==> src/rtl/evlog_pkg.sv <==
package evlog_pkg;

    // Interval counter width; an entry is two log bytes.
    localparam int unsigned EV_ETC_W = 16;

    typedef enum logic [1:0] {
        RES_OFF = 2'b00,
        RES_SEC = 2'b01,
        RES_MIN = 2'b10,
        RES_HR  = 2'b11
    } res_sel_e;

    typedef enum logic [1:0] {
        WP_IDLE,
        WP_HI,
        WP_SWEEP
    } wp_state_e;

    typedef struct packed {
        logic                en;
        logic [EV_ETC_W-1:0] val;
    } entry_req_t;

    function automatic logic start_ok(input logic cleared, input logic [1:0] trig,
                                      input res_sel_e res, input logic osc);
        return cleared && (trig != 2'b00) && (res != RES_OFF) && osc;
    endfunction

endpackage

==> src/rtl/evlog_etc.sv <==
module evlog_etc
    import evlog_pkg::*;
(
    input  logic                clk,
    input  logic                rst,
    input  logic                run,
    input  logic                restart,
    input  res_sel_e            res_sel,
    input  logic                tick_sec,
    input  logic                tick_min,
    input  logic                tick_hr,
    output logic [EV_ETC_W-1:0] etc_o,
    output logic                sat_o
);
    logic [EV_ETC_W-1:0] etc_q;
    logic                step;

    always_comb begin
        case (res_sel)
            RES_SEC: step = tick_sec;
            RES_MIN: step = tick_min;
            RES_HR:  step = tick_hr;
            default: step = 1'b0;
        endcase
    end

    always_ff @(posedge clk) begin
        if (rst || restart) begin
            etc_q <= '0;
        end else if (run && step && !sat_o) begin
            etc_q <= etc_q + EV_ETC_W'(1);
        end
    end

    assign sat_o = run && (etc_q == '1);
    assign etc_o = etc_q;

    AST_ETC_HOLDS_IDLE: assert property (@(posedge clk) disable iff (rst)
        (!run && !restart) |=> $stable(etc_q));
    AST_ETC_OFF_RES: assert property (@(posedge clk) disable iff (rst)
        (res_sel == RES_OFF && !restart) |=> $stable(etc_q));

endmodule

==> src/rtl/evlog_writer.sv <==
module evlog_writer
    import evlog_pkg::*;
#(
    parameter int unsigned ADDR_W = 11
) (
    input  logic              clk,
    input  logic              rst,
    input  entry_req_t        req,
    input  logic              sweep_go,
    input  logic              rearm,
    output logic              we_o,
    output logic [ADDR_W-1:0] addr_o,
    output logic [7:0]        data_o,
    output logic [ADDR_W-1:0] wptr_o,
    output logic              full_o,
    output logic              wrap_o,
    output logic              idle_o,
    output logic              sweep_done_o
);
    localparam logic [ADDR_W-1:0] LAST = '1;
    localparam int unsigned       HI_W = EV_ETC_W - 8;

    wp_state_e         state_q;
    logic [ADDR_W-1:0] wptr_q, cnt_q, addr_q;
    logic [7:0]        data_q;
    logic [HI_W-1:0]   hi_q;
    logic              we_q, full_q;
    entry_req_t        pend_q, nxt;
    logic              last_pair;

    assign nxt       = pend_q.en ? pend_q : req;
    assign last_pair = &wptr_q[ADDR_W-1:1];

    always_ff @(posedge clk) begin
        if (rst) begin
            state_q <= WP_IDLE;
            wptr_q  <= '0;
            cnt_q   <= '0;
            addr_q  <= '0;
            data_q  <= '0;
            hi_q    <= '0;
            we_q    <= 1'b0;
            full_q  <= 1'b0;
            pend_q  <= '0;
        end else begin
            we_q <= 1'b0;
            if (sweep_go) begin
                state_q <= WP_SWEEP;
                cnt_q   <= ADDR_W'(1);
                we_q    <= 1'b1;
                addr_q  <= '0;
                data_q  <= '0;
                wptr_q  <= '0;
                full_q  <= 1'b0;
                pend_q  <= '0;
            end else begin
                if (rearm) full_q <= 1'b0;
                case (state_q)
                    WP_SWEEP: begin
                        we_q   <= 1'b1;
                        addr_q <= cnt_q;
                        data_q <= '0;
                        cnt_q  <= cnt_q + ADDR_W'(1);
                        if (cnt_q == LAST) state_q <= WP_IDLE;
                    end
                    WP_HI: begin
                        we_q    <= 1'b1;
                        addr_q  <= {wptr_q[ADDR_W-1:1], 1'b1};
                        data_q  <= hi_q;
                        wptr_q  <= wptr_q + ADDR_W'(2);
                        if (last_pair) full_q <= 1'b1;
                        state_q <= WP_IDLE;
                        if (req.en) pend_q <= req;
                    end
                    default: begin
                        pend_q <= pend_q.en ? req : '0;
                        if (nxt.en && !full_q) begin
                            we_q    <= 1'b1;
                            addr_q  <= wptr_q;
                            data_q  <= nxt.val[7:0];
                            hi_q    <= nxt.val[EV_ETC_W-1:8];
                            state_q <= WP_HI;
                        end
                    end
                endcase
            end
        end
    end

    assign we_o         = we_q;
    assign addr_o       = addr_q;
    assign data_o       = data_q;
    assign wptr_o       = wptr_q;
    assign full_o       = full_q;
    assign wrap_o       = (state_q == WP_HI) && last_pair && !sweep_go;
    assign idle_o       = (state_q == WP_IDLE) && !pend_q.en;
    assign sweep_done_o = (state_q == WP_SWEEP) && (cnt_q == LAST) && !sweep_go;

    AST_HI_AFTER_LO: assert property (@(posedge clk) disable iff (rst)
        (we_q && !addr_q[0]) |=> (we_q && addr_q == $past(addr_q) + ADDR_W'(1)));
    AST_QUIET_WHEN_FULL: assert property (@(posedge clk) disable iff (rst)
        (full_q && $past(full_q)) |-> !we_q);

endmodule

==> src/rtl/evlog_mission_ctrl.sv <==
module evlog_mission_ctrl
    import evlog_pkg::*;
#(
    parameter int unsigned ADDR_W = 11,
    parameter int unsigned CNT_W  = 24
) (
    input  logic                clk,
    input  logic                rst,
    input  logic                evt_i,
    input  logic                tick_sec_i,
    input  logic                tick_min_i,
    input  logic                tick_hr_i,
    input  logic [1:0]          res_sel_i,
    input  logic [1:0]          trig_sel_i,
    input  logic                osc_en_i,
    input  logic                roll_en_i,
    input  logic                arm_wr_i,
    input  logic                arm_val_i,
    input  logic                mip_wr_i,
    input  logic                mip_val_i,
    input  logic                clren_wr_i,
    input  logic                clrmem_wr_i,
    input  logic                reg_wr_i,
    output logic                log_we_o,
    output logic [ADDR_W-1:0]   log_addr_o,
    output logic [7:0]          log_wdata_o,
    output logic                stamp_cap_o,
    output logic                stamp_clr_o,
    output logic                ev0_we_o,
    output logic [EV_ETC_W-1:0] ev0_val_o,
    output logic                mip_o,
    output logic                me_o,
    output logic                mem_clr_o,
    output logic                clr_en_o,
    output logic                busy_o,
    output logic                rof_o,
    output logic [EV_ETC_W-1:0] etc_o,
    output logic [CNT_W-1:0]    evt_cnt_o,
    output logic [ADDR_W-1:0]   wptr_o
);
    res_sel_e            res_e;
    logic                mip_q, me_q, memclr_q, clren_q, busy_q, rof_q, stop_q;
    logic                stamp_q, stampclr_q, ev0we_q;
    logic [EV_ETC_W-1:0] ev0val_q, etc;
    logic [CNT_W-1:0]    cnt_q;
    logic                any_cmd, cfg_ok, host_free, active;
    logic                start_imm, start_arm, start, ev, ev_store, ev_roll, sat, sat_hit;
    logic                sweep_go, full, wrap, wr_idle, sweep_done;
    entry_req_t          req;

    assign res_e     = res_sel_e'(res_sel_i);
    assign any_cmd   = arm_wr_i | mip_wr_i | clren_wr_i | clrmem_wr_i | reg_wr_i;
    assign cfg_ok    = start_ok(memclr_q, trig_sel_i, res_e, osc_en_i);
    assign host_free = !busy_q && !mip_q;
    assign active    = mip_q && !stop_q;

    assign start_imm = host_free && mip_wr_i && mip_val_i && cfg_ok;
    assign start_arm = host_free && me_q && evt_i && cfg_ok && !any_cmd;
    assign start     = start_imm || start_arm;
    assign sweep_go  = host_free && clrmem_wr_i && clren_q;

    assign ev       = active && evt_i;
    assign ev_store = ev && !full;
    assign ev_roll  = ev && full && roll_en_i;
    assign sat_hit  = active && sat && !ev;
    assign req.en   = ev_store || (sat_hit && !full);
    assign req.val  = ev_store ? etc : '1;

    evlog_etc u_etc (
        .clk      (clk),
        .rst      (rst),
        .run      (active),
        .restart  (ev || sat_hit || start || sweep_go),
        .res_sel  (res_e),
        .tick_sec (tick_sec_i),
        .tick_min (tick_min_i),
        .tick_hr  (tick_hr_i),
        .etc_o    (etc),
        .sat_o    (sat)
    );

    evlog_writer #(.ADDR_W(ADDR_W)) u_writer (
        .clk          (clk),
        .rst          (rst),
        .req          (req),
        .sweep_go     (sweep_go),
        .rearm        (ev_roll),
        .we_o         (log_we_o),
        .addr_o       (log_addr_o),
        .data_o       (log_wdata_o),
        .wptr_o       (wptr_o),
        .full_o       (full),
        .wrap_o       (wrap),
        .idle_o       (wr_idle),
        .sweep_done_o (sweep_done)
    );

    always_ff @(posedge clk) begin
        if (rst) begin
            mip_q <= 1'b0; me_q <= 1'b0; memclr_q <= 1'b0; clren_q <= 1'b0;
            busy_q <= 1'b0; rof_q <= 1'b0; stop_q <= 1'b0;
            stamp_q <= 1'b0; stampclr_q <= 1'b0; ev0we_q <= 1'b0;
            ev0val_q <= '0; cnt_q <= '0;
        end else begin
            stamp_q    <= 1'b0;
            stampclr_q <= 1'b0;
            ev0we_q    <= 1'b0;
            if (!busy_q && any_cmd) clren_q <= clren_wr_i;
            if (host_free && arm_wr_i) me_q <= arm_val_i && cfg_ok;
            if (start) begin
                mip_q    <= 1'b1;
                me_q     <= 1'b1;
                memclr_q <= 1'b0;
                cnt_q    <= cnt_q + CNT_W'(1);
                stamp_q  <= 1'b1;
                ev0we_q  <= 1'b1;
                ev0val_q <= '0;
            end
            if (mip_q && any_cmd) stop_q <= 1'b1;
            if (stop_q && wr_idle) begin
                mip_q  <= 1'b0;
                me_q   <= 1'b0;
                stop_q <= 1'b0;
            end
            if (ev) cnt_q <= cnt_q + CNT_W'(1);
            if (ev_roll) begin
                stamp_q  <= 1'b1;
                ev0we_q  <= 1'b1;
                ev0val_q <= etc;
                rof_q    <= 1'b1;
            end
            if (wrap && !roll_en_i) rof_q <= 1'b1;
            if (sweep_go) begin
                busy_q     <= 1'b1;
                me_q       <= 1'b0;
                cnt_q      <= '0;
                rof_q      <= 1'b0;
                stampclr_q <= 1'b1;
                ev0we_q    <= 1'b1;
                ev0val_q   <= '0;
            end
            if (sweep_done) begin
                busy_q   <= 1'b0;
                memclr_q <= 1'b1;
            end
        end
    end

    assign stamp_cap_o = stamp_q;
    assign stamp_clr_o = stampclr_q;
    assign ev0_we_o    = ev0we_q;
    assign ev0_val_o   = ev0val_q;
    assign mip_o       = mip_q;
    assign me_o        = me_q;
    assign mem_clr_o   = memclr_q;
    assign clr_en_o    = clren_q;
    assign busy_o      = busy_q;
    assign rof_o       = rof_q;
    assign etc_o       = etc;
    assign evt_cnt_o   = cnt_q;

    AST_START_GATED: assert property (@(posedge clk) disable iff (rst)
        $rose(mip_q) |-> ($past(memclr_q) && $past(res_sel_i) != 2'b00 &&
                          $past(trig_sel_i) != 2'b00 && $past(osc_en_i)));
    AST_START_STAMPS: assert property (@(posedge clk) disable iff (rst)
        $rose(mip_q) |-> (stamp_q && ev0we_q && ev0val_q == '0));
    AST_STOP_DISARMS: assert property (@(posedge clk) disable iff (rst)
        $fell(mip_q) |-> !me_q);
    AST_COUNT_STEP: assert property (@(posedge clk) disable iff (rst)
        !$past(sweep_go) |-> (cnt_q == $past(cnt_q) || cnt_q == $past(cnt_q) + CNT_W'(1)));
    AST_BUSY_NO_MISSION: assert property (@(posedge clk) disable iff (rst)
        busy_q |-> !mip_q);

endmodule

==> config.mk <==
export PLATFORM = sky130hd
export DESIGN_NAME = evlog_mission_ctrl
export DESIGN_NICKNAME = d
export VERILOG_FILES = /design/src/rtl/evlog_pkg.sv /design/src/rtl/evlog_etc.sv /design/src/rtl/evlog_writer.sv /design/src/rtl/evlog_mission_ctrl.sv
export SDC_FILE = /design/constraint.sdc
export NUM_CORES = 1
export LEC_CHECK = 0
export ABC_AREA = 1
export BUFFER_PORTS_ARGS = -buffer_cell sky130_fd_sc_hd__buf_2
export CAP_MARGIN = 30
export CORE_ASPECT_RATIO = 1.4
export CORE_MARGIN = 3
export CORE_UTILIZATION = 50
export DETAILED_ROUTE_END_ITERATION = 16
export PLACE_DENSITY_LB_ADDON = 0.1
export SYNTH_ARGS = -nofsm -noshare
export SYNTH_HDL_FRONTEND = slang
export SYNTH_SLANG_ARGS = --single-unit
==> constraint.sdc <==
create_clock -name clk -period 2.1 [get_ports clk]
set_clock_uncertainty 0.05 [all_clocks]
set_input_delay 0.21 -clock clk [delete_from_list [all_inputs] [get_ports clk]]
set_output_delay 0.21 -clock clk [all_outputs]
set_load 0.02 [all_outputs]
Yosys cells after proc, flatten, opt, wreduce, memory -nomap -nowiden --
Index checks and enable logic that the tools add are counted.
Word-level totals: bits in registers 136, input bits 19, output and inout port bits 96, logic and storage cells 155
Operators by class: add/subtract/negate cells 4, equality and inequality tests 10, muxes and demuxes 36, bitwise operators 7, reductions and logical operators 73
Operators with widths (count):
- $mux W17 | 3
- $mux W16 | 3
- $mux W24 | 2
- $logic_and A1 B1 Y1 | 36
- $pmux W17 S2 | 1
- $add A24 B1 Y24 const B | 1
- $pmux W11 S2 | 1
- $mux W1 | 18
- $add A16 B1 Y16 const B | 1
- $eq A16 B16 Y1 const B | 1
- $pmux W8 S2 | 1
- $reduce_bool A2 Y1 | 8
- $add A11 B1 Y11 const B | 1
- $add A11 B2 Y11 const B | 1
- $eq A11 B11 Y1 const B | 1
- $mux W11 | 1
- $logic_not A1 Y1 | 10
- $reduce_and A10 Y1 | 1
- $mux W8 | 1
- $reduce_or A2 Y1 | 4
- $eq A2 B2 Y1 const B | 3
- $logic_or A1 B1 Y1 | 6
- $mux W2 | 3
- $reduce_and A2 Y1 | 3
- other kinds (13) | 19

Logic depth before layout (Yosys ltp) --
Gate-level depths: netlist of run 1.
word-level depth 12, mapped depth 13, gate-level depth less buffers 12

By module --
Synthesis of run 1 repeated with hierarchy kept, for this count alone.
Unflattened totals: cell total of the unflattened synthesis 1021, area total of the unflattened synthesis 6792.8 um2
By module, submodules not included:
- evlog_writer | instances 1, cells an instance 474, area an instance 3233.1 um2
- evlog_mission_ctrl | instances 1, cells an instance 396, area an instance 2581.2 um2
- evlog_etc | instances 1, cells an instance 151, area an instance 978.4 um2

Worst setup path after synthesis of run 1 --
OpenSTA, ideal clock, no wires.
kind reg2reg, start point register u_etc.etc_q[0] (netlist: u_etc.etc_o[0]), end point register u_writer.pend_q[16] (netlist name), setup time 0.120 ns, data arrival time 1.718 ns, slack 0.212 ns, stages on the path, launching flop included 14, path buffers 1, clock period less this slack 1.888 ns, cells stage by stage dfxtp_1 > ha_1 > nand3_1 > inv_2 > nand2_1 > inv_1 > nand2_2 > nand2_2 > nand2_4 > nand2_8 > nand2_4 > buf_6 > nand2_1 > a21oi_1
On the way: cells in the longest elaborated chain, start to end 8, elaborated cells on any way between the ends 10
RTL lines:
- start, declared | line evlog_etc.sv:15 | logic [EV_ETC_W-1:0] etc_q;
- start signal, assigned | line evlog_etc.sv:31 | etc_q <= etc_q + EV_ETC_W'(1);
- $eq A16 B16 Y1 * | line evlog_etc.sv:35 | assign sat_o = run && (etc_q == '1);
- $logic_and A1 B1 Y1 * | line evlog_etc.sv:35
- $logic_and A1 B1 Y1 * (2 in a row) | line evlog_mission_ctrl.sv:65 | assign sat_hit = active && sat && !ev;
- $logic_and A1 B1 Y1 * | line evlog_mission_ctrl.sv:66 | assign req.en = ev_store || (sat_hit && !full);
- $logic_or A1 B1 Y1 * | line evlog_mission_ctrl.sv:66
- $mux W17 / $ne A2 B1 Y1 (equally long branches)
- $pmux W17 S2 / $reduce_and A2 Y1 (equally long branches)
- end signal, assigned | line evlog_writer.sv:73 | if (req.en) pend_q <= req;
- end signal, assigned | line evlog_writer.sv:76 | pend_q <= pend_q.en ? req : '0;
- end, declared | line evlog_writer.sv:28 | entry_req_t pend_q, nxt;
Mark *: on every way between the ends. The rest lies on a longest branch, timed or not. A chain may end at the register's enable or synchronous reset.

Final worst setup path of run 1 --
start point register mip_q (netlist: mip_o), end point register cnt_q[9] (netlist: evt_cnt_o[9])
On the way: cells in the longest elaborated chain, start to end 8, elaborated cells on any way between the ends 17
RTL lines:
- start, declared | line evlog_mission_ctrl.sv:42 | logic mip_q, me_q, memclr_q, clren_q, busy_q, rof_q, stop_q;
- start signal, assigned | line evlog_mission_ctrl.sv:100 | mip_q <= 1'b0; me_q <= 1'b0; memclr_q <= 1'b0; clren_q <= 1'b0;
- start signal, assigned | line evlog_mission_ctrl.sv:111 | mip_q <= 1'b1;
- start signal, assigned | line evlog_mission_ctrl.sv:121 | mip_q <= 1'b0;
- $logic_not A1 Y1 | line evlog_mission_ctrl.sv:54 | assign host_free = !busy_q && !mip_q;
- $logic_and A1 B1 Y1 | line evlog_mission_ctrl.sv:54
- $logic_and A1 B1 Y1 (4 in a row) | line evlog_mission_ctrl.sv:58 | assign start_arm = host_free && me_q && evt_i && cfg_ok && !any_cmd;
- $logic_or A1 B1 Y1 | line evlog_mission_ctrl.sv:59 | assign start = start_imm || start_arm;
- $reduce_bool A2 Y1 (no source line)
- end signal, assigned | line evlog_mission_ctrl.sv:114 | cnt_q <= cnt_q + CNT_W'(1);
- end signal, assigned | line evlog_mission_ctrl.sv:125 | if (ev) cnt_q <= cnt_q + CNT_W'(1);
- end, declared | line evlog_mission_ctrl.sv:45 | logic [CNT_W-1:0] cnt_q;
Several ways; a longest one is shown, not always the timed one.

==> run metrics, run 1 <==
nets=1156; Chip Width=104 um; pwr dens=699 mW/mm2; Fin. Hold Viols=0; synthesized flop and latch total=135; Worst setup EP type=flop; Area Growth Syn to Fin=21.0%; GRT Max-Usage Layer=met2; Critical Path RT=2.36 ns; Port Buf Inserts=113; Initial DRC Count=358; Unique masters post-synth=42; static leakage=3.46 nW; via-per-instance ratio=5.27; grt met2 use=0.479; Final Cycle Share=0.873; Yosys top cell area share=0.398; Hold Crit Class=in2reg; post-route ant nets=0; antenna violations before repair=1; Clock Sink Count=135; clk root buf=clkbuf_16; syn avg cell area=6.74 um2; reg2reg path depth=9; number of buffers created by CTS=17; post-CTS setup buffer count=0; Pwr Total=0.00574 W; CTS H-tree lvls=4; outcome=finished clean; RSZ-0062 raised after global routing=no; DR pass1 iterations=5; largest area contributor in the netlist=dfxtp_1; Wirelength per Cell=14.5 um; Ys Warns=0; share of cells above drive strength 1=0.178; GRT met3 Usage=0.0396; grt ovf=0; Critical Path AT=2.09 ns; MaxCap Viol Count=0; Worst-path clk slew=0.06 ns; number of synthesized flops with an enable pin=0; synthesized net count=1033; core region area=0.0131 mm2; WHS Path Cells=2; crit path kind=reg2reg; Post-synth top flop=dfxtp_1; Max Clock Freq=546 MHz; die area=0.0150 mm2; Final Wtd Congestion=0.930; final worst path period need=1.83 ns; number of global-route vias before repair=6523; first-pass GRT wire length=31500 um; critical path fanouts, max=33; largest net degree at the start of global routing=35; GRT Overall Usage=0.259; row count=49; Starting Density=0.520; Final Cell Area=0.00821 mm2; final setup violating endpoints=0; Cells after Synth=1007; Non-Filler Instances=1322; Detail Placement HPWL=14000 um; Max clock buf depth=2; fillers=1279; Die Ht=144 um; CP max stage cell=dfxtp_1; via count=6961; DRC violation count after routing=0; crit path cell chain=nand2_1, nor2_1, inv_2, buf_4, nand2_1, buf_12, nand3_1, nand2_1, nor2_1; dominant cells by area after synthesis=dfxtp_1 (40%), nand2_1 (12%), nor2_1 (7.7%); Max VDD drop=0.000557 V; GR met1 Demand/Resource=0.286; CTS tree=yes; critical path launch point type=flop; Final Slew Violations=0; clk_lat worst skew=0.42 ns; placed insts=1288; cell mode on critical path=nand2_1; Setup Total Neg Slack=0 ns; post-synthesis cell area=0.00679 mm2; routed wire length=19100 um; placed cell areas=0.00762 mm2; CP peak stage delay=0.45 ns; Post-Route Utilization=0.629; sequential area share after synthesis=0.398; IO Pins=115; Post-synth ARST share=0
[cell type report]
type | instances | area [um2] | share of cell area
Inverter | 110 | 413 | 0.0503
Antenna cell | 1 | 2.50 | 0.000305
Clock buffer | 19 | 443 | 0.0539
Clock inverter | 13 | 124 | 0.0151
Sequential cell | 135 | 2700 | 0.329
Multi-Input combinational cell | 719 | 3440 | 0.419
Tap cell | 178 | 223 | 0.0271
Timing Repair Buffer | 147 | 861 | 0.105
[per-layer routing]
metal	part of all wire	vias up	routed length, um
met3	0.037	45	712
met1	0.41	3213	7790
met2	0.52	172	9900
met5	0	-	0
li1	-	3531	-
met4	0.038	0	724
[worst max-delay path, delay by kind of cell (launching register included)]
family | cells | cell delay, ns
and+or+nand+nor | 6 | 0.70
DFF | 1 | 0.45
buffers and inverters | 3 | 0.53
[cells in the mapped netlist, types with 2 or more instances]
master and n:
nand2_1 224, nor2_1 139, dfxtp_1 135, nand3_1 102
inv_1 99, a21oi_1 92, o21ai_0 39, nor3_1 27
buf_2 20, a31oi_1 12, xor2_1 12, nand4_1 9
o21ai_1 9, o22ai_1 9, clkbuf_1 8, inv_2 8
buf_1 7, ha_1 7, buf_6 6, nand3b_1 5
nand2_4 4, a211oi_1 3, a22oi_1 3, clkinv_1 3
nand2_2 3, buf_4 2, nor2_2 2, nor2_4 2
o21a_1 2, xnor2_1 2
[path summary, 6_finish.rpt]
check	start	to	slack [ns]
worst max-delay path	mip_o$_SDFFE_PP0P_	evt_cnt_o[9]$_SDFFE_PP0P_	0.27
worst min register to register	u_writer.pend_q[6]$_SDFFE_PP0P_	u_writer.pend_q[6]$_SDFFE_PP0P_	0.41
worst min-delay path	rst	mem_clr_o$_SDFFE_PP0P_	0.11
worst max register to register	mip_o$_SDFFE_PP0P_	evt_cnt_o[9]$_SDFFE_PP0P_	0.27
[per-stage QoR]
step	worst slack, ns	hold WS (ns)
finish	0.267	0.106
global placement	0.260	0.398
CTS	0.196	0.0901
detailed placement	0.206	0.400
floorplan	0.212	0.309
global route	0.0332	0.115
[logic make-up (layout without fill, tap and decap cells)]
family,count (synthesis),after routing,synth area share
adder cells (fa/ha/maj),7,7,0.0129
flip-flops,135,135,0.398
AND/OR/NAND/NOR,525,525,0.339
XOR/XNOR,14,14,0.0181
AO/OA/AOI/OAI,172,172,0.135
buffers and inverters,153,289,0.0960
other,1,2,0.000552
[layout by cell type, fill, tap and decap left out, types with 5 or more instances in the layout]
cell	instances
a21oi_1	92
a31oi_1	12
buf_2	113
buf_4	30
clkbuf_16	17
clkinvlp_4	6
dfxtp_1	135
ha_1	7
inv_1	99
inv_2	8
nand2_1	224
nand3_1	102
nand3b_1	5
nand4_1	9
nor2_1	139
nor3_1	27
o21ai_0	39
o21ai_1	9
o22ai_1	9
xor2_1	12
[state kept, by name, summed over array words and instances, names as in the netlist, 2 cells and up]
| register | flops |
|---|---|
| u_writer.cnt_q | 11 |
| u_writer.state_q | 2 |
| u_writer.addr_o | 11 |
| u_writer.wptr_o | 10 |
| u_writer.pend_q | 17 |
| ev0_val_o | 16 |
| u_writer.data_o | 8 |
| u_etc.etc_o | 16 |
| evt_cnt_o | 24 |
| u_writer.hi_q | 8 |
[timing repair]
item,in CTS,in global routing
endpoints found under the hold margin,1,0
hold buffers,1,0
resized for setup,0,1
setup endpoints to repair,0,10
[power breakdown]
| group | switching, W | internal, W | leakage, nW |
|---|---|---|---|
| clock | 0.00119 | 0.00167 | 0.258 |
| sequential | 0.0000157 | 0.00259 | 1.09 |
| combinational | 0.000193 | 0.0000922 | 2.11 |
| total | 0.00140 | 0.00435 | 3.46 |
Power figures use the tool's default switching activity.
==> run 2, diff against run 1 <==
--- a/config.mk
+++ b/config.mk
@@ -12,7 +12,9 @@
 export CORE_MARGIN = 3
 export CORE_UTILIZATION = 50
 export DETAILED_ROUTE_END_ITERATION = 16
+export GPL_ROUTABILITY_DRIVEN = 0
 export PLACE_DENSITY_LB_ADDON = 0.1
+export SLEW_MARGIN = 20
 export SYNTH_ARGS = -nofsm -noshare
 export SYNTH_HDL_FRONTEND = slang
 export SYNTH_SLANG_ARGS = --single-unit
==> constraint.sdc (replaced) <==
create_clock -name clk -period 2.1 [get_ports clk]
set_clock_uncertainty 0.05 [all_clocks]
set_input_delay 0.315 -clock clk [delete_from_list [all_inputs] [get_ports clk]]
set_output_delay 0.315 -clock clk [all_outputs]
set_load 0.02 [all_outputs]
==> run metrics, run 2 (same netlist as run 1, synthesis figures left out) <==
Chip Width=104 um; crit path kind=reg2reg; Setup Total Neg Slack=0 ns; post-route ant nets=0; placed insts=1288; CTS tree=yes; nets=1155; Post-Route Utilization=0.630; Area Growth Syn to Fin=21.2%; via count=6920; commonest non-fill, non-tap cells in the layout=nand2_1 (224), nor2_1 (139), dfxtp_1 (135), buf_2 (113), nand3_1 (102); critical path launch point type=flop; Die Ht=144 um; Max clock buf depth=2; Wirelength per Cell=14.4 um; Detail Placement HPWL=13800 um; core region area=0.0131 mm2; row count=49; pwr dens=721 mW/mm2; crit path cell chain=ha_1, nand3_1, inv_2, nand2_1, inv_1, nand2_2, nand3_4, nand2_4, nand2_8, inv_2, nor2_1, nor2_1; Clock Sink Count=135; largest net degree at the start of global routing=41; leading cell type in the layout, fill and taps excluded=nand2_1; placed cell areas=0.00761 mm2; via-per-instance ratio=5.24; DRC violation count after routing=0; GRT Overall Usage=0.256; outcome=finished clean; clk_lat worst skew=0.41 ns; Fin. Hold Viols=0; Final Slew Violations=0; Max VDD drop=0.000579 V; clk root buf=clkbuf_16; Non-Filler Instances=1321; final setup violating endpoints=0; grt ovf=0; DR pass1 iterations=5; number of flip-flops under the largest register name=24; critical path fanouts, max=24; Post-CTS Hold Buffers=0; antenna violations before repair=1; CP peak stage delay=0.33 ns; number of buffers created by CTS=17; worst slack at placement=0.193 ns; first-pass GRT wire length=31400 um; Hold Crit Class=in2reg; MaxCap Viol Count=0; Critical Path AT=2.09 ns; Max Clock Freq=544 MHz; Initial DRC Count=349; Final Cell Area=0.00823 mm2; CTS H-tree lvls=4; routed wire length=19000 um; R2R Setup Slk=0.26 ns; RSZ-0062 raised after global routing=no; Critical Path RT=2.36 ns; number of global-route vias before repair=6534; Final Cycle Share=0.875; Worst-path clk slew=0.06 ns; CP max stage cell=dfxtp_1; Port Buf Inserts=113; Final WS setup=0.263 ns; Worst setup EP type=flop; cell family with most CP delay=simple AND/OR/NAND/NOR gates; IO Pins=115; static leakage=3.48 nW; final worst path period need=1.84 ns; die area=0.0150 mm2; Starting Density=0.520; Buf/Inv on CP=3; share of cells above drive strength 1=0.177
==> run 2: cell types whose count changed in the layout (fill, tap and decap cells not counted) <==
cell           before  now
clkinv_2            1    2
clkinv_4            3    1
bufinv_16           1    3
inv_6               2    1
clkbuf_8            1    2
clkinvlp_4          6    4
dlygate4sd3_1       1    0
clkbuf_1            1    2
buf_12              3    2
buf_4              30   31
==> run 2: power breakdown <==
part	leakage (nW)	internal (W)	switching, W
sequential	1.09	0.00259	0.0000149
combinational	2.11	0.0000865	0.000189
clock	0.286	0.00193	0.00112
==> run 2: cell type report <==
| class | instances | area (um2) |
|---|---|---|
| fillers | 1298 | 4830 |
| multi-input cells | 719 | 3440 |
| flip-flops and latches | 135 | 2700 |
| repair buffers | 146 | 838 |
| clock buffers | 21 | 460 |
| inverters | 110 | 413 |
| well taps | 178 | 223 |
| clock inverters | 11 | 148 |
| diodes | 1 | 2.50 |
==> run 2: final timing paths <==
kind | from | to | cells past startpoint
max | u_etc.etc_o[0]$_SDFFE_PP0P_ | u_writer.data_o[0]$_SDFFE_PP0P_ | 12
min | clren_wr_i | clr_en_o$_SDFFE_PP0P_ | 3
max reg2reg | u_etc.etc_o[0]$_SDFFE_PP0P_ | u_writer.data_o[0]$_SDFFE_PP0P_ | 12
min reg2reg | u_writer.pend_q[1]$_SDFFE_PP0P_ | u_writer.pend_q[1]$_SDFFE_PP0P_ | 2
==> run 2: timing repair <==
action	4_1_cts	5_1_grt
buffers inserted	0	0
resized for setup	0	1
setup endpoints to repair	0	11
==> run 2: worst reg2reg max path: cells and delay by family, from the launching register on <==
kind	cells	cell delay, ns
and+or+nand+nor	8	0.80
DFF	1	0.33
buffers and inverters	3	0.31
adders and majority gates	1	0.25
==> run 2: routing by layer <==
metal	share of wire	wire, um	track usage
met1	0.40	7660	0.288
met2	0.51	9660	0.459
met3	0.045	849	0.0436
met4	0.044	833	0.146
met5	0	0	0
==> run 2: metrics by stage <==
stage | power, W | hold WS, ns
after floorplan | 0.00285 | 0.386
after global placement | 0.00293 | 0.397
after detailed placement | 0.00293 | 0.404
after CTS | 0.00598 | 0.107
after global routing | 0.00613 | 0.136
final | 0.00593 | 0.118
==> run 3, diff against run 2 <==
--- a/config.mk
+++ b/config.mk
@@ -6,7 +6,7 @@
 export NUM_CORES = 1
 export LEC_CHECK = 0
 export ABC_AREA = 1
-export BUFFER_PORTS_ARGS = -buffer_cell sky130_fd_sc_hd__buf_2
+export BUFFER_PORTS_ARGS = -buffer_cell sky130_fd_sc_hd__clkbuf_2
 export CAP_MARGIN = 30
 export CORE_ASPECT_RATIO = 1.4
 export CORE_MARGIN = 3
==> run metrics, run 3 (same netlist as run 1, synthesis figures left out) <==
outcome=finished clean; GRT Overall Usage=0.259; Die Ht=144 um; leading cell type in the layout, fill and taps excluded=nand2_1; static leakage=3.43 nW; MaxCap Viol Count=0; clk root buf=clkbuf_16; Initial DRC Count=346; CTS H-tree lvls=4; Fin. Hold Viols=0; Seq pwr share=0.435; final worst path period need=1.83 ns; final setup violating endpoints=0; Critical Path RT=2.36 ns; via-per-instance ratio=5.27; CTS tree=yes; pwr dens=724 mW/mm2; Chip Width=104 um; Wirelength per Cell=14.6 um; reg-to-reg critical path endpoint=u_writer.addr_o[1]$_SDFFE_PP0P_; die area=0.0150 mm2; WHS Path Cells=3; Max Clock Freq=547 MHz; reg2reg path depth=12; Clk network pwr share=0.518; Worst setup EP type=flop; Critical Path AT=2.09 ns; Comb pwr share=0.048; core region area=0.0131 mm2; share of cells above drive strength 1=0.182; clk_lat worst skew=0.42 ns; number of buffers created by CTS=17; antenna violations before repair=0; Switching Share=0.232; Post-CTS Hold Buffers=0; Clock Sink Count=135; R2R Setup Slk=0.27 ns; min-delay src=clren_wr_i; number of global-route vias before repair=6620; crit path kind=reg2reg; Max clock buf depth=2; critical path fanouts, max=24; P_int=0.00460 W; ANT cells=0; Detail Placement HPWL=13900 um; Setup Total Neg Slack=0 ns; hold endpoint=clr_en_o$_SDFFE_PP0P_; Final Slew Violations=0; RR Startpoint=u_etc.etc_o[1]$_SDFFE_PP0P_; Pwr Total=0.00599 W; commonest non-fill, non-tap cells in the layout=nand2_1 (224), nor2_1 (139), dfxtp_1 (135), clkbuf_2 (113), nand3_1 (102); Max VDD drop=0.000513 V; IO Pins=115; Final Cycle Share=0.871; first-pass GRT wire length=31700 um; routed wire length=19300 um; Worst-path clk slew=0.06 ns; Psw=0.00139 W; Port Buf Inserts=113; worst hold slack=0.105 ns; Starting Density=0.520; grt ovf=0; critical path launch point type=flop; via count=6973; post-route ant nets=0; DRC violation count after routing=0; DR pass1 iterations=5; Area Growth Syn to Fin=21.9%; nets=1160; number of flip-flops under the largest register name=24; row count=49; RSZ-0062 raised after global routing=no; Hold Crit Class=in2reg; largest net degree at the start of global routing=34
==> run 3: cell count changes in the layout (fill, tap and decap cells not counted), sizes merged <==
cell	change
buf	-108
clkbuf	+111
clkinv	+1
clkinvlp	-1
diode	-1
inv	+1
==> run 3: metrics by stage <==
step                setup WS [ns]   util  cell area, um2  std cells
CTS                         0.189  0.633            8260       1324
global route               0.0571  0.634            8270       1324
finish                      0.271  0.634            8270       1324
global placement            0.269  0.587            7660       1293
floorplan                   0.212      -            6790       1007
detailed placement          0.225  0.587            7660       1293
==> run 3: per-layer routing <==
layer  global-route usage  vias up  share of wire
met1                0.296     3218           0.41
met2                0.473      175           0.51
met5                    0        -              0
met4                0.125        0          0.038
met3               0.0404       51          0.038
li1                     -     3529              -
==> run 3: worst max-delay path by stage <==
stage | slack, ns | start | to
5_1_grt | 0.06 | u_etc.etc_o[0]$_SDFFE_PP0P_ | u_writer.data_o[5]$_SDFFE_PP0P_
3_3_place_gp | 0.27 | u_etc.etc_o[0]$_SDFFE_PP0P_ | u_writer.data_o[0]$_SDFFE_PP0P_
4_1_cts | 0.19 | u_etc.etc_o[0]$_SDFFE_PP0P_ | u_writer.addr_o[1]$_SDFFE_PP0P_
3_5_place_dp | 0.22 | u_etc.etc_o[0]$_SDFFE_PP0P_ | u_writer.addr_o[4]$_SDFFE_PP0P_
2_1_floorplan | 0.21 | u_etc.etc_o[0]$_SDFFE_PP0P_ | u_writer.pend_q[16]$_SDFFE_PP0P_
6_report | 0.27 | u_etc.etc_o[1]$_SDFFE_PP0P_ | u_writer.addr_o[1]$_SDFFE_PP0P_
==> run 3: worst max-delay path: stages, from the launching register on <==
cell,delay [ns]
dfxtp_1,0.33
ha_1,0.23
nand3_1,0.12
inv_2,0.09
nand2_1,0.06
inv_1,0.08
nand2_2,0.09
nand3_4,0.10
nand2_4,0.10
nand2_8,0.15
inv_2,0.12
nor2_1,0.11
nor2_1,0.06
==> run 3: area by class of cell <==
type / instances / area (um2)
fillers: 1260 / 4790
clock inverters: 12 / 150
multi-input cells: 719 / 3440
repair buffers: 151 / 888
well taps: 178 / 223
flip-flops and latches: 135 / 2700
clock buffers: 19 / 453
inverters: 110 / 413
==> run 3: repair_timing <==
item / CTS / global route
buffers inserted: 0 / 0
resized for setup: 0 / 1
setup endpoints to repair: 0 / 5
==> run 3: power by group through the flow <==
| stage | combinational, W | clock (W) | sequential [W] |
|---|---|---|---|
| after floorplan | 0.000159 | 0 | 0.00269 |
| after global placement | 0.000283 | 0 | 0.00266 |
| after detailed placement | 0.000285 | 0 | 0.00266 |
| after CTS | 0.000287 | 0.00313 | 0.00260 |
| after global routing | 0.000319 | 0.00323 | 0.00261 |
| final | 0.000286 | 0.00310 | 0.00260 |
